**config.mk**
```make
export PLATFORM = sky130hd
export DESIGN_NAME = intctl_top
export DESIGN_NICKNAME = d
export VERILOG_FILES = /design/src/rtl/intctl_pkg.sv /design/src/rtl/intctl_enable.sv /design/src/rtl/intctl_halt.sv /design/src/rtl/intctl_cost.sv /design/src/rtl/intctl_top.sv
export SDC_FILE = /design/constraint.sdc
export NUM_CORES = 1
export LEC_CHECK = 0
export ABC_AREA = 1
export BUFFER_PORTS_ARGS = -buffer_cell sky130_fd_sc_hd__buf_2
export CORE_UTILIZATION = 25
export DETAILED_ROUTE_END_ITERATION = 16
export PLACE_DENSITY = 0.56
export SETUP_SLACK_MARGIN = 0.5
export SYNTH_ARGS = -nofsm -noshare
export SYNTH_HDL_FRONTEND = slang
export SYNTH_HIERARCHICAL = 1
export SYNTH_SLANG_ARGS = --single-unit
```
**constraint.sdc**
```tcl
create_clock -name clk -period 1.08 [get_ports clk]
set_input_delay 0.054 -clock clk [delete_from_list [all_inputs] [get_ports clk]]
set_output_delay 0.054 -clock clk [all_outputs]
set_load 0.05 [all_outputs]
```
**src/rtl/intctl_pkg.sv**
```systemverilog
package intctl_pkg;

  typedef enum logic [1:0] {
    IMODE0 = 2'd0,
    IMODE1 = 2'd1,
    IMODE2 = 2'd2
  } imode_e;

  // control-instruction strobes, already qualified by the boundary
  typedef struct packed {
    logic nop;
    logic halt;
    logic di;
    logic ei;
    logic im;
  } ctl_op_t;

endpackage

```
**src/rtl/intctl_enable.sv**
```systemverilog
module intctl_enable #(
  parameter int EI_HOLD = 1  // boundaries blocked after enable, own one included
) (
  input  logic clk,
  input  logic rst_n,
  input  logic ins_end,
  input  logic di,
  input  logic ei,
  input  logic irq_req,
  output logic iff1,
  output logic iff2,
  output logic irq_ack
);

  localparam int CW = (EI_HOLD > 1) ? $clog2(EI_HOLD) : 1;

  logic iff1_q, iff1_d, iff2_q, iff2_d;
  logic hold_nz;

  generate
    if (EI_HOLD > 1) begin : g_hold
      logic [CW-1:0] cnt_q, cnt_d;
      always_comb begin
        cnt_d = cnt_q;
        if (ins_end) begin
          if (ei)
            cnt_d = CW'(EI_HOLD - 1);
          else if (cnt_q != '0)
            cnt_d = cnt_q - 1'b1;
        end
      end
      always_ff @(posedge clk or negedge rst_n) begin
        if (!rst_n) cnt_q <= '0;
        else        cnt_q <= cnt_d;
      end
      assign hold_nz = (cnt_q != '0);
    end else begin : g_nohold
      assign hold_nz = 1'b0;
    end
  endgenerate

  assign irq_ack = ins_end & irq_req & iff1_q & ~ei & ~di & ~hold_nz;

  always_comb begin
    iff1_d = iff1_q;
    iff2_d = iff2_q;
    if (irq_ack) begin
      iff1_d = 1'b0;
      iff2_d = 1'b0;
    end else if (di) begin
      iff1_d = 1'b0;
      iff2_d = 1'b0;
    end else if (ei) begin
      iff1_d = 1'b1;
      iff2_d = 1'b1;
    end
  end

  always_ff @(posedge clk or negedge rst_n) begin
    if (!rst_n) begin
      iff1_q <= 1'b0;
      iff2_q <= 1'b0;
    end else begin
      iff1_q <= iff1_d;
      iff2_q <= iff2_d;
    end
  end

  assign iff1 = iff1_q;
  assign iff2 = iff2_q;

  a_r2_di_clears: assert property (@(posedge clk) disable iff (!rst_n)
    (ins_end && di) |=> (!iff1_q && !iff2_q));
  a_r3_ei_sets: assert property (@(posedge clk) disable iff (!rst_n)
    (ins_end && ei && !di) |=> (iff1_q && iff2_q));
  a_r4_ack_needs_enable: assert property (@(posedge clk) disable iff (!rst_n)
    irq_ack |-> (iff1_q && ins_end && irq_req));
  a_r4_no_ack_on_ei: assert property (@(posedge clk) disable iff (!rst_n)
    (ins_end && ei) |-> !irq_ack);
  a_r5_ack_clears: assert property (@(posedge clk) disable iff (!rst_n)
    irq_ack |=> (!iff1_q && !iff2_q));

endmodule

```
**src/rtl/intctl_halt.sv**
```systemverilog
module intctl_halt
  import intctl_pkg::*;
(
  input  logic       clk,
  input  logic       rst_n,
  input  logic       halt,
  input  logic       im,
  input  logic [1:0] im_sel,
  input  logic       irq_ack,
  output logic       halted,
  output logic [1:0] int_mode
);

  logic   halted_q, halted_d;
  imode_e mode_q, mode_d;

  always_comb begin
    halted_d = halted_q;
    if (irq_ack)   halted_d = 1'b0;
    else if (halt) halted_d = 1'b1;
  end

  always_comb begin
    mode_d = mode_q;
    if (im && (im_sel != 2'd3)) mode_d = imode_e'(im_sel);
  end

  always_ff @(posedge clk or negedge rst_n) begin
    if (!rst_n) begin
      halted_q <= 1'b0;
      mode_q   <= IMODE0;
    end else begin
      halted_q <= halted_d;
      mode_q   <= mode_d;
    end
  end

  assign halted   = halted_q;
  assign int_mode = mode_q;

  a_r6_halt_enters: assert property (@(posedge clk) disable iff (!rst_n)
    (halt && !irq_ack) |=> halted_q);
  a_r7_halt_holds: assert property (@(posedge clk) disable iff (!rst_n)
    (halted_q && !irq_ack) |=> halted_q);
  a_r7_ack_wakes: assert property (@(posedge clk) disable iff (!rst_n)
    irq_ack |=> !halted_q);
  a_r8_mode_legal: assert property (@(posedge clk) disable iff (!rst_n)
    mode_q != 2'd3);

endmodule

```
**src/rtl/intctl_cost.sv**
```systemverilog
module intctl_cost
  import intctl_pkg::*;
#(
  parameter int T_PER_M = 4,
  parameter int TW      = $clog2(2 * T_PER_M + 1)
) (
  input  logic          clk,
  input  logic          rst_n,
  input  logic          ins_end,
  input  ctl_op_t       op,
  output logic [TW-1:0] cost_t,
  output logic [1:0]    cost_m
);

  logic [TW-1:0] t_q, t_d;
  logic [1:0]    m_q, m_d;

  always_comb begin
    t_d = t_q;
    m_d = m_q;
    if (ins_end) begin
      if (op.im) begin
        t_d = TW'(2 * T_PER_M);
        m_d = 2'd2;
      end else if (op.nop || op.halt || op.di || op.ei) begin
        t_d = TW'(T_PER_M);
        m_d = 2'd1;
      end else begin
        t_d = '0;
        m_d = 2'd0;
      end
    end
  end

  always_ff @(posedge clk or negedge rst_n) begin
    if (!rst_n) begin
      t_q <= '0;
      m_q <= 2'd0;
    end else begin
      t_q <= t_d;
      m_q <= m_d;
    end
  end

  assign cost_t = t_q;
  assign cost_m = m_q;

  a_r9_im_cost: assert property (@(posedge clk) disable iff (!rst_n)
    (ins_end && op.im) |=> (t_q == TW'(2 * T_PER_M) && m_q == 2'd2));
  a_r9_hold: assert property (@(posedge clk) disable iff (!rst_n)
    !ins_end |=> ($stable(t_q) && $stable(m_q)));

endmodule

```
**src/rtl/intctl_top.sv**
```systemverilog
module intctl_top
  import intctl_pkg::*;
#(
  parameter int T_PER_M = 4,
  parameter int EI_HOLD = 1,
  parameter int TW      = $clog2(2 * T_PER_M + 1)
) (
  input  logic          clk,
  input  logic          rst_n,
  input  logic          ins_end,
  input  logic          op_nop,
  input  logic          op_halt,
  input  logic          op_di,
  input  logic          op_ei,
  input  logic          op_im,
  input  logic [1:0]    im_sel,
  input  logic          irq_req,
  output logic          iff1,
  output logic          iff2,
  output logic [1:0]    int_mode,
  output logic          halted,
  output logic          dummy_fetch,
  output logic          irq_ack,
  output logic [TW-1:0] cost_t,
  output logic [1:0]    cost_m
);

  ctl_op_t op_q;

  // strobes only count at a boundary
  assign op_q = '{nop:  op_nop  & ins_end,
                  halt: op_halt & ins_end,
                  di:   op_di   & ins_end,
                  ei:   op_ei   & ins_end,
                  im:   op_im   & ins_end};

  intctl_enable #(.EI_HOLD(EI_HOLD)) u_enable (
    .clk     (clk),
    .rst_n   (rst_n),
    .ins_end (ins_end),
    .di      (op_q.di),
    .ei      (op_q.ei),
    .irq_req (irq_req),
    .iff1    (iff1),
    .iff2    (iff2),
    .irq_ack (irq_ack)
  );

  intctl_halt u_halt (
    .clk      (clk),
    .rst_n    (rst_n),
    .halt     (op_q.halt),
    .im       (op_q.im),
    .im_sel   (im_sel),
    .irq_ack  (irq_ack),
    .halted   (halted),
    .int_mode (int_mode)
  );

  intctl_cost #(.T_PER_M(T_PER_M), .TW(TW)) u_cost (
    .clk     (clk),
    .rst_n   (rst_n),
    .ins_end (ins_end),
    .op      (op_q),
    .cost_t  (cost_t),
    .cost_m  (cost_m)
  );

  assign dummy_fetch = halted;

  a_r6_fetch_tracks_halt: assert property (@(posedge clk) disable iff (!rst_n)
    dummy_fetch == halted);
  a_r10_no_boundary_no_change: assert property (@(posedge clk) disable iff (!rst_n)
    !ins_end |=> ($stable(iff1) && $stable(iff2) && $stable(int_mode) && $stable(halted)));

endmodule

```
Word-level counts from Yosys, hierarchy flattened
Cells that the tools add are included.
{"block": "totals", "ff_bits": 10, "word_cells": 32}
{"block": "op_classes", "n_eq_ne": 1, "mux": 9, "bitwise": 11, "reduce_logical": 6}
{"op": "bitwise AND 1 bit", "n": 9}
{"op": "two-way mux 1 bit", "n": 6}
{"op": "two-way mux 4 bit", "n": 1}
{"op": "logical OR 1 bit", "n": 3}
{"op": "two-way mux 3 bit", "n": 1}
{"op": "nonzero test 3 bit", "n": 1}
{"op": "two-way mux 2 bit", "n": 1}
{"op": "inequality test 2 bit (second input constant)", "n": 1}
{"op": "inverter 1 bit", "n": 2}
{"op": "nonzero test 2 bit", "n": 1}
{"op": "logical AND 1 bit", "n": 1}

Logic depth before layout (Yosys ltp)
{"block": "depth", "ltp_word": 6, "depth_mapped": 6, "depth_no_buf": 6}

Cells and area by module
Netlist, hierarchy kept.
{"mod": "intctl_halt", "instances": 1, "cells_per_inst": 16, "area_per_inst_um2": 126.4, "seq_area_each_um2": 75.1}
{"mod": "intctl_cost", "instances": 1, "cells_per_inst": 17, "area_per_inst_um2": 123.9, "seq_area_each_um2": 50.0}
{"mod": "intctl_enable", "instances": 1, "cells_per_inst": 10, "area_per_inst_um2": 67.6, "seq_area_each_um2": 25.0}
{"mod": "intctl_top", "instances": 1, "cells_per_inst": 11, "area_per_inst_um2": 45.0, "seq_area_each_um2": 0.0}

Least setup slack after synthesis
OpenSTA, ideal clock, no wires.
{"block": "synth_path", "path_type": "flip-flop to flip-flop", "start": "reg u_enable.iff1_q (netlist: u_enable/iff1)", "end": "reg u_halt.halted_q (netlist: u_halt/halted)", "arrival_time_ps": 1534, "required_time_ps": 921, "slack_ps": -613, "path_stages_with_launch": 4, "n_path_buf": 0, "synth_period_minus_slack_ps": 1693, "path_cell_list": "dfrtp_1 -> nand2_1 -> nor2_1 -> nor2_1"}
{"block": "synth_via", "elab_chain_len": 4}
{"item": "start, declared", "line_no": "intctl_enable.sv:17", "source": "logic iff1_q, iff1_d, iff2_q, iff2_d;"}
{"item": "start signal, assigned", "line_no": "intctl_enable.sv:64", "source": "iff1_q <= iff1_d;"}
{"item": "bitwise AND 1 bit (*) (3 in a row)", "line_no": "intctl_enable.sv:42", "source": "assign irq_ack = ins_end & irq_req & iff1_q & ~ei & ~di & ~hold_nz;"}
{"item": "named net irq_ack", "line_no": "intctl_top.sv:23", "source": "output logic irq_ack,"}
{"item": "two-way mux 1 bit or nonzero test 2 bit (tied branches)"}
{"item": "end signal, assigned", "line_no": "intctl_halt.sv:33", "source": "halted_q <= halted_d;"}
{"item": "end, declared", "line_no": "intctl_halt.sv:14", "source": "logic halted_q, halted_d;"}
The timed path passes the listed nets; every way through them passes the cells marked *.
A chain may end at the register's enable or synchronous reset.

Final worst setup path
{"block": "layout_path", "start": "reg u_enable.iff1_q (netlist: u_enable/iff1)", "end": "out irq_ack"}
{"block": "layout_via", "elab_chain_len": 3}
{"item": "bitwise AND 1 bit (3 in a row)", "line_no": "intctl_enable.sv:42"}
{"item": "end, declared", "line_no": "intctl_top.sv:23"}
Every way passes these cells.

==> results.cfg <==
[status]
outcome = completed

[global_routing]
gr-usage-met1 = 0.1115
grt_pass1_vias = 301
grtUsageMet3 = 0.08333
grt_first_pass_wirelength_um = 1104
grt_max_degree = 10
grt.busiest_layer = met2
antenna_found_initial = 0
grt-ovfl-total = 0
grt_use_total = 0.1146
met2_usage = 0.1815

[placed_design]
dp_hpwl_um = 565.4
io_buffers = 21
gp_congestion = 0.7584
post-place-ws_ns = 0.1054

[synthesis]
synth_area_leader_cell = dfrtp_1
yosys_register_bits = 6
synth_top_area_frac = 0.4138
syn_area_per_cell_um2 = 6.719
synth_area_um2 = 362.8
yosys-top-cells-area = dfrtp_1 41%, nand2_1 13%, buf_4 12%, inv_1 12%, nor2_1 11%
syn_inst = 54
synth_warnings = 6
ys_seq_area_frac = 0.4138
synth.distinct_cells = 10

[sta]
setup_ws_ns = 0.08954
fmax_ghz = 1.010
whs_ns = 0.06509
setup_violations = 0
finalHoldViolations = 0
finalCritPeriodShare = 0.9171
setup_tns_ns = 0
slew_violations = 0
clock_skew_ns = 0.006840
rsz0062_at_grt = true
min_period_ns = 0.9905

[routing]
antenna_violating_nets_post_route = 0
drt_iter0_markers = 3
post_drt_wl_per_cell_um = 7.763
vias_per_cell = 4.000
vias = 372
route.detailed.drc = 0
dr.pass1.iters = 2
wl_um = 722

[cells_and_area]
finalNetCount = 90
diodes = 0
layout_commonest_cell = buf_2
synthToLayoutAreaGrowth_pct = 67.59
n_fill_cell = 136
final_core_util = 0.4615
final_cell_mix = 12 x buf_2, 11 x nand2_1, 10 x inv_1, 10 x buf_6, 9 x nor2_1
drive_above_1_share = 0.5256

[setup_path]
end_kind = output port
cp_top_family = flip-flops
critPathMaxFanout = 4
critPathKind = reg2out
critPathBufInv = 1
worstPathArrival_ns = 0.94
reg2reg_slack_ns = 0.28
max_stage_delay_ns = 0.38
crit_path_start_kind = flip-flop
path_cells = nand2_2 > nor2_4 > buf_6
worstPathRequired_ns = 1.03
cp_slowest_cell = dfrtp_2

[hold_path]
hp-class = in2reg

[clock_tree]
clock_latency_ns = 0.25
clock_path_buffers = 2
cts_tree = done
cts_sinks = 6
cts_htree_levels = 1
cts_made_buffers = 3
path_clk_slew_ns = 0.05
cts-root-buf = clkbuf_4

[job]
maxCapViolations = 0

[pwr]
power_density_mw_per_mm2 = 1512
p_leak_nw = 0.3432
vdd_drop_max_uv = 575.9
total_power_w = 0.0009195

[floorplan]
row_count = 13
dieWidth_um = 40.10
die_y_um = 40.10
coreArea_mm2 = 0.001318
start_util = 0.2754
die_area_mm2 = 0.001608
ios = 24
-- what timing repair did --
item                       4_1_cts  5_1_grt
setup endpoints to repair       17       17
hold endpoints to repair         6        0
buffers inserted                 3        0
pin swaps                        0        2
gates resized for setup         24        5
hold buffers                     1        0
gates cloned                     0        0
-- worst min-delay path: stages --
cell	delay, ns
buf_2	0.09
nor2_1	0.05
a21oi_2	0.09
-- state kept, by name (all words and copies together), names as in the netlist --
name and count:
u_cost/cost_t 2, u_enable/iff1 1, u_halt/int_mode 2, u_halt/halted 1
-- cell families after synthesis --
| logic type | after synthesis | synth area share |
|---|---|---|
| DFF | 6 | 0.4138 |
| AOI/OAI and AO/OA | 3 | 0.04137 |
| buffers and inverters | 18 | 0.2483 |
| other | 1 | 0.01033 |
| and+or+nand+nor | 26 | 0.2862 |
-- per-stage QoR --
step,instances,cell area (µm²)
after floorplan,55,397.9
after global placement,85,461.7
after detailed placement,85,461.7
after CTS,93,595.6
after global routing,93,608.1
final,93,608.1
-- final cells by class --
class / count / area (µm²) / area share
Clock buffer: 4 / 26.28 / 0.04321
Inverter: 12 / 45.04 / 0.07407
Timing Repair Buffer: 25 / 212.7 / 0.3498
Sequential cell: 6 / 156.4 / 0.2572
Tap cell: 15 / 18.77 / 0.03086
Multi-Input combinational cell: 31 / 148.9 / 0.2449
-- metal layers --
layer | wire, µm | part of all wire | vias to the layer above
met2 | 365 | 0.51 | 13
met1 | 292 | 0.40 | 162
li1 | - | - | 195
met3 | 55 | 0.076 | 2
met5 | 0 | 0 | -
met4 | 8 | 0.011 | 0
-- where the power goes --
group | internal (W) | leakage [nW] | switching (W) | total, W
logic | 0.000149 | 0.264 | 0.000257 | 0.000406
registers | 0.000259 | 0.0645 | 0.0000309 | 0.000290
clock network | 0.000140 | 0.0150 | 0.0000840 | 0.000224
total | 0.000548 | 0.343 | 0.000372 | 0.000920
-- cells in the mapped netlist --
master    instances
nand2_1          13
inv_1            12
nor2_1           11
buf_4             6
dfrtp_1           6
a21oi_1           2
conb_1            1
nand3b_1          1
nor2_2            1
o21ai_0           1
-- final timing paths --
kind                                          from  depth (start not counted)                 end
max in group asynchronous                    rst_n                          2    u_cost/cost_t[2]
worst min-delay path                     im_sel[1]                          3  u_halt/int_mode[1]
worst max-delay path                 u_enable/iff1                          3             irq_ack
worst min register to register  u_halt/int_mode[0]                          2  u_halt/int_mode[0]
min in group asynchronous                    rst_n                          2  u_halt/int_mode[1]
worst max register to register    u_cost/cost_t[3]                          3    u_cost/cost_t[3]
(Power assumes the default switching activity.)
